<file path="src/rtl/trmov_pkg.sv">
package trmov_pkg;

   localparam int unsigned BYTE_W  = 8;
   localparam int unsigned SEL_W   = 3;
   localparam int unsigned FORM_W  = 2;
   localparam int unsigned NUM_SEL = 1 << SEL_W;

   typedef enum logic [1:0] {
      ST_IDLE  = 2'd0,
      ST_ESC   = 2'd1,
      ST_MODRM = 2'd2
   } seq_state_e;

   typedef struct packed {
      logic [FORM_W-1:0] form;
      logic [SEL_W-1:0]  sel;
      logic [SEL_W-1:0]  gpr;
   } modrm_t;

   typedef struct packed {
      logic             to_tr;
      logic [SEL_W-1:0] tr;
      logic [SEL_W-1:0] gpr;
      logic             gp;
      logic             ud;
   } result_t;

endpackage

</file>
<file path="src/rtl/trmov_seq.sv">
module trmov_seq
   import trmov_pkg::*;
#(
   parameter logic [BYTE_W-1:0] ESC_CODE = 8'h0F,
   parameter logic [BYTE_W-1:0] WR_CODE  = 8'h26,
   parameter logic [BYTE_W-1:0] RD_CODE  = 8'h24
) (
   input  logic              clk,
   input  logic              rst_n,
   input  logic              byte_valid,
   input  logic [BYTE_W-1:0] byte_data,
   output logic              take_o,
   output logic              to_tr_o
);

   seq_state_e state_q;
   logic       to_tr_q;
   logic       is_wr;
   logic       is_rd;

   assign is_wr = (byte_data == WR_CODE);
   assign is_rd = (byte_data == RD_CODE);

   always_ff @(posedge clk or negedge rst_n) begin
      if (!rst_n) begin
         state_q <= ST_IDLE;
         to_tr_q <= 1'b0;
      end else if (byte_valid) begin
         case (state_q)
            ST_IDLE: begin
               if (byte_data == ESC_CODE) state_q <= ST_ESC;
            end
            ST_ESC: begin
               if (is_wr) begin
                  state_q <= ST_MODRM;
                  to_tr_q <= 1'b1;
               end else if (is_rd) begin
                  state_q <= ST_MODRM;
                  to_tr_q <= 1'b0;
               end else begin
                  state_q <= ST_IDLE;
               end
            end
            ST_MODRM: state_q <= ST_IDLE;
            default:  state_q <= ST_IDLE;
         endcase
      end
   end

   assign take_o  = byte_valid && (state_q == ST_MODRM);
   assign to_tr_o = to_tr_q;

   AST_ESC_ABORT: assert property (@(posedge clk) disable iff (!rst_n)
      (state_q == ST_ESC && byte_valid && !is_wr && !is_rd) |=> (state_q == ST_IDLE));

   AST_GAP_HOLD: assert property (@(posedge clk) disable iff (!rst_n)
      !byte_valid |=> $stable(state_q));

endmodule

</file>
<file path="src/rtl/trmov_legal.sv">
module trmov_legal
   import trmov_pkg::*;
#(
   parameter int TR_FIRST   = 3,
   parameter int TR_LAST    = 7,
   parameter int CPL_W      = 2,
   parameter int PRIV_LEVEL = 0
) (
   input  logic [FORM_W-1:0] form_i,
   input  logic [SEL_W-1:0]  sel_i,
   input  logic              prot_mode,
   input  logic [CPL_W-1:0]  cpl,
   input  logic              legacy_en,
   output logic              ud_o,
   output logic              gp_o
);

   localparam logic [CPL_W-1:0]  PRIV_CODE = PRIV_LEVEL[CPL_W-1:0];
   localparam logic [FORM_W-1:0] REG_FORM  = '1;

   logic [NUM_SEL-1:0] tr_exists;
   logic               form_ok;

   if (TR_FIRST < 0 || TR_LAST >= NUM_SEL || TR_FIRST > TR_LAST) begin : g_bad_range
      $error("trmov_legal: test-register range outside the selector field");
   end
   if (CPL_W < 1 || PRIV_LEVEL < 0 || PRIV_LEVEL >= (1 << CPL_W)) begin : g_bad_priv
      $error("trmov_legal: privilege level does not fit the level width");
   end

   for (genvar i = 0; i < NUM_SEL; i++) begin : g_tr_map
      assign tr_exists[i] = (i >= TR_FIRST) && (i <= TR_LAST);
   end

   assign form_ok = (form_i == REG_FORM);

   always_comb begin
      ud_o = !legacy_en || !form_ok || !tr_exists[sel_i];
      gp_o = !ud_o && prot_mode && (cpl != PRIV_CODE);
   end

endmodule

</file>
<file path="src/rtl/trmov_result.sv">
module trmov_result
   import trmov_pkg::*;
(
   input  logic               clk,
   input  logic               rst_n,
   input  logic               take_i,
   input  logic               to_tr_i,
   input  logic [BYTE_W-1:0]  modrm_i,
   input  logic               ud_i,
   input  logic               gp_i,
   output logic               done_o,
   output result_t            res_o
);

   modrm_t  mr;
   result_t res_q;
   logic    done_q;

   assign mr = modrm_t'(modrm_i);

   always_ff @(posedge clk or negedge rst_n) begin
      if (!rst_n) begin
         done_q <= 1'b0;
         res_q  <= '0;
      end else begin
         done_q <= take_i;
         if (take_i) begin
            res_q.to_tr <= to_tr_i;
            res_q.tr    <= mr.sel;
            res_q.gpr   <= mr.gpr;
            res_q.gp    <= gp_i;
            res_q.ud    <= ud_i;
         end else begin
            res_q <= '0;
         end
      end
   end

   assign done_o = done_q;
   assign res_o  = res_q;

   AST_DONE_SINGLE: assert property (@(posedge clk) disable iff (!rst_n)
      done_q |=> !done_q);

   AST_FAULT_ONEHOT: assert property (@(posedge clk) disable iff (!rst_n)
      $onehot0({res_q.gp, res_q.ud}));

   AST_QUIET_IDLE: assert property (@(posedge clk) disable iff (!rst_n)
      !done_q |-> (res_q == '0));

endmodule

</file>
<file path="src/rtl/trmov_decoder.sv">
module trmov_decoder
   import trmov_pkg::*;
#(
   parameter logic [7:0] ESC_CODE   = 8'h0F,
   parameter logic [7:0] WR_CODE    = 8'h26,
   parameter logic [7:0] RD_CODE    = 8'h24,
   parameter int         TR_FIRST   = 3,
   parameter int         TR_LAST    = 7,
   parameter int         CPL_W      = 2,
   parameter int         PRIV_LEVEL = 0
) (
   input  logic             clk,
   input  logic             rst_n,
   input  logic             byte_valid,
   input  logic [7:0]       byte_data,
   input  logic             prot_mode,
   input  logic [CPL_W-1:0] cpl,
   input  logic             legacy_en,
   output logic             done,
   output logic             dir_to_tr,
   output logic [2:0]       tr_num,
   output logic [2:0]       gpr_num,
   output logic             fault_gp,
   output logic             fault_ud
);

   if (WR_CODE == RD_CODE || WR_CODE == ESC_CODE || RD_CODE == ESC_CODE) begin : g_bad_codes
      $error("trmov_decoder: escape and opcode values must all differ");
   end

   logic    take;
   logic    to_tr;
   logic    ud;
   logic    gp;
   modrm_t  mr_in;
   result_t res;

   assign mr_in = modrm_t'(byte_data);

   trmov_seq #(
      .ESC_CODE (ESC_CODE),
      .WR_CODE  (WR_CODE),
      .RD_CODE  (RD_CODE)
   ) i_seq (
      .clk        (clk),
      .rst_n      (rst_n),
      .byte_valid (byte_valid),
      .byte_data  (byte_data),
      .take_o     (take),
      .to_tr_o    (to_tr)
   );

   trmov_legal #(
      .TR_FIRST   (TR_FIRST),
      .TR_LAST    (TR_LAST),
      .CPL_W      (CPL_W),
      .PRIV_LEVEL (PRIV_LEVEL)
   ) i_legal (
      .form_i    (mr_in.form),
      .sel_i     (mr_in.sel),
      .prot_mode (prot_mode),
      .cpl       (cpl),
      .legacy_en (legacy_en),
      .ud_o      (ud),
      .gp_o      (gp)
   );

   trmov_result i_result (
      .clk     (clk),
      .rst_n   (rst_n),
      .take_i  (take),
      .to_tr_i (to_tr),
      .modrm_i (byte_data),
      .ud_i    (ud),
      .gp_i    (gp),
      .done_o  (done),
      .res_o   (res)
   );

   assign dir_to_tr = res.to_tr;
   assign tr_num    = res.tr;
   assign gpr_num   = res.gpr;
   assign fault_gp  = res.gp;
   assign fault_ud  = res.ud;

   AST_DONE_LATENCY: assert property (@(posedge clk) disable iff (!rst_n)
      done |-> $past(take));

   AST_REG_FORM_ONLY: assert property (@(posedge clk) disable iff (!rst_n)
      (done && !fault_ud) |-> ($past(byte_data[7:6]) == 2'b11));

   AST_TR_RANGE: assert property (@(posedge clk) disable iff (!rst_n)
      (done && !fault_ud) |-> (int'(tr_num) >= TR_FIRST && int'(tr_num) <= TR_LAST));

   AST_LEGACY_OFF: assert property (@(posedge clk) disable iff (!rst_n)
      (done && !$past(legacy_en)) |-> fault_ud);

   AST_PRIV_GATE: assert property (@(posedge clk) disable iff (!rst_n)
      (done && !fault_ud && !fault_gp) |-> (!$past(prot_mode) || $past(cpl) == CPL_W'(PRIV_LEVEL)));

endmodule

</file>
<file path="config.mk">
export PLATFORM = sky130hd
export DESIGN_NAME = trmov_decoder
export DESIGN_NICKNAME = d
export VERILOG_FILES = /design/src/rtl/trmov_pkg.sv /design/src/rtl/trmov_seq.sv /design/src/rtl/trmov_legal.sv /design/src/rtl/trmov_result.sv /design/src/rtl/trmov_decoder.sv
export SDC_FILE = /design/constraint.sdc
export NUM_CORES = 1
export LEC_CHECK = 0
export BUFFER_PORTS_ARGS = -buffer_cell sky130_fd_sc_hd__buf_2
export CAP_MARGIN = 20
export CORE_AREA = 2 2 39 41
export CTS_BUF_LIST = sky130_fd_sc_hd__clkbuf_16
export CTS_CLUSTER_SIZE = 10
export DETAILED_ROUTE_END_ITERATION = 8
export DIE_AREA = 0 0 41 43
export HOLD_SLACK_MARGIN = 0.15
export PLACE_DENSITY = 0.69
export SETUP_SLACK_MARGIN = 0.4
export SLEW_MARGIN = 30
export SYNTH_ARGS = -nofsm -noshare
export SYNTH_HDL_FRONTEND = slang
export SYNTH_HIERARCHICAL = 1
export SYNTH_SLANG_ARGS = --single-unit
</file>
<file path="constraint.sdc">
create_clock -name clk -period 1.4 [get_ports clk]
set_clock_uncertainty 0.05 [all_clocks]
set_input_delay 0.07 -clock clk [delete_from_list [all_inputs] [get_ports clk]]
set_output_delay 0.07 -clock clk [all_outputs]
set_load 0.01 [all_outputs]
</file>
==> out/metrics.cfg <==
[power_and_ir_drop]
clkPwrFrac_pct = 54.5
power_leakage_nw = 0.4834
pwr_density_cell_mw_per_mm2 = 1091
switching_share_pct = 19.15
vdd_drop_max_uv = 642.7
p_comb_share_pct = 6.9
p_int_uw = 790.3
total_power_uw = 977.5
pwr-share-seq_pct = 38.6
p_sw_uw = 187.2

[drt]
ant_nets = 0
routedWlPerCell_um = 13.23
top_layer_used = met4
routed_via_density = 4.750
wl_met1_um = 473
wl_mm = 1.270
dr_total_vias = 456
drt_iter0_markers = 7
wl_met2_um = 675
met3WireLength_um = 87
drt_first_pass_iters = 2
drc = 0

[finish]
n_antenna_cell = 0
seqCellArea_um2 = 325.3
multi_input_area_um2 = 219.0
nets = 96
nFillCells = 101
drive_gt1_share_pct = 48.75
utilization_pct = 64.74
layout-area-overhead-vs-synth_pct = 74.21

[logic_synthesis]
synthCells = 39
synth_warnings = 6
synth_nets = 54
synth.area.top_cells = dfrtp_1, and2_1, nor4b_4
synth_top_area_cell = dfrtp_1
ys_seq_area_share_pct = 63.26
synth.distinct_cells = 18
yosys.area.top_type_share_pct = 63.26
synth_edf_count = 0
syn_area_um2 = 514.2
synth.avg_cell_area_um2 = 13.19
synth_most_common_cell = dfrtp_1
synthFlopType = dfrtp_1
netlist_top_cells_count = dfrtp_1, and2_1, nand3_1
async_flop_share_pct = 100.0
synth_seq_cells = 13

[setup_path]
max_stage_delay_ns = 0.41
start_kind = flop
worstPathMaxFanout = 2
crit_arrival_ns = 1.34
ff2ff_path_depth = 3
worst-path-buf-inv = 0
cp_top_family = flip-flops
path_cells = nor4b_4 -> nand3_2 -> mux2_4
cpMaxStageDelayCell = dfrtp_1
path_class = flop to flop
cp.depth = 3
worstPathRequired_ns = 1.47
end_kind = flop

[floorplanning]
std_cell_rows = 14
die_height_um = 43
start_util_pct = 37.16
core_mm2 = 0.001384
fp.dieArea_mm2 = 0.001763
boundaryPins = 25
die_w_um = 41

[placed_design]
port_buffers = 24
finalWeightedCongestion = 0.8096
dp_hpwl_um = 775.3

[clock_tree]
path_clk_slew_ns = 0.04
cts.sink_count = 13
htree_levels = 1
cts_buffers = 3
clkLatencyLatePin_ns = 0.24
ctsLongestPathBuffers = 2
cts_tree = built
ctsHoldBuffers = 8
root_buffer = clkbuf_16

[global_routing]
overflow = 0
grt_max_degree = 14
grt_pass1_vias = 439
grt_pass1_wl_mm = 1.883
antenna_found_initial = 0
grt_usage_pct = 16.68

[min_path]
holdCritPathClass = primary input to flop
hold_depth = 4

[sta]
max_slew_margin_pct = 80.50
finalCriticalPeriod_ns = 1.270
rsz0062_at_grt = true
fmax_mhz = 787.3
maxSlewViolCount = 0
hold_viol = 0
tns_ns = 0
finalCritPeriodShare_pct = 90.72
worstMarginPinSlew_ns = 0.2925
setup_viol = 0

[outcome]
status = completed

[run]
maxCapViolations = 0

-- metrics by stage --
step	instance area [um^2]	std cells	worst slack, ns	hold slack (ns)
after floorplan	514.2	39	0.1934	-0.2756
after global placement	661.9	80	0.1759	-0.08476
after detailed placement	661.9	80	0.1272	-0.08331
after CTS	857.1	95	0.1410	0.09769
after global routing	895.9	96	0.1022	0.1245
final	895.9	96	0.1299	0.09366
-- registers in the layout, indices dropped and copies added, names as in the netlist --
name,flops
i_result/res_o,9
i_seq/state_q,2
i_result/done_o,1
i_seq/to_tr_o,1
-- power by group through the flow --
stage,Clock [mW],Combinational (mW),Sequential [mW]
after CTS,0.529,0.0640,0.377
after detailed placement,0,0.0456,0.383
final,0.532,0.0678,0.377
after global routing,0.557,0.0740,0.377
after global placement,0,0.0445,0.383
after floorplan,0,0.0105,0.383
-- tightest hold or removal path, stage by stage --
cell and delay, ns:
buf_2 0.09, nor2b_1 0.06, nand3_1 0.07, mux2i_1 0.06
-- layer usage --
metal / up-vias / track usage (%)
li1: 214 / -
met1: 216 / 19.13
met2: 22 / 25.62
met3: 4 / 5.236
met4: 0 / 10.00
met5: - / 0
-- path summary, 6_finish.rpt --
kind / end / startpoint / slack (ns)
max reg2reg: i_seq/to_tr_o / i_seq/state_q[1] / 0.13
max: i_seq/to_tr_o / i_seq/state_q[1] / 0.13
min reg2reg: i_result/res_o[8] / i_seq/to_tr_o / 0.46
max in group asynchronous: i_result/res_o[1] / rst_n / 0.88
min: i_seq/state_q[0] / byte_data[6] / 0.09
min in group asynchronous: i_result/res_o[2] / rst_n / 0.20
-- cell usage in the layout (no fill, tap or decap), types with 2 or more instances in the layout --
cell type and instances:
nand3_1 2, inv_1 2, buf_6 3, dlygate4sd3_1 8, and2_1 9, buf_4 2
buf_2 24, clkbuf_16 3, dfrtp_1 13
-- timing repair --
action / in CTS / in global routing
gates resized for setup: 2 / 10
hold endpoints to repair: 22 / 1
pin swaps: 1 / 1
cloned: 1 / 0
setup buffers: 2 / 1
endpoints found under the setup margin: 5 / 13
-- cell type report --
type	instances	area share (%)
tap	16	2.235
sequential	13	36.31
timing repair buffer	37	27.79
multi-input combinational	25	24.44
clock buffer	3	8.380
inverter	1	0.4190
clock inverter	1	0.4190
-- cells by family after synthesis --
group	count (synthesis)	share of synthesized area (%)
and+or+nand+nor	20	28.22
DFF	13	63.26
AOI/OAI and AO/OA	3	2.917
muxes	2	4.865
buffers and inverters	1	0.7292
Note: power is estimated with default switching activity, not from simulation.
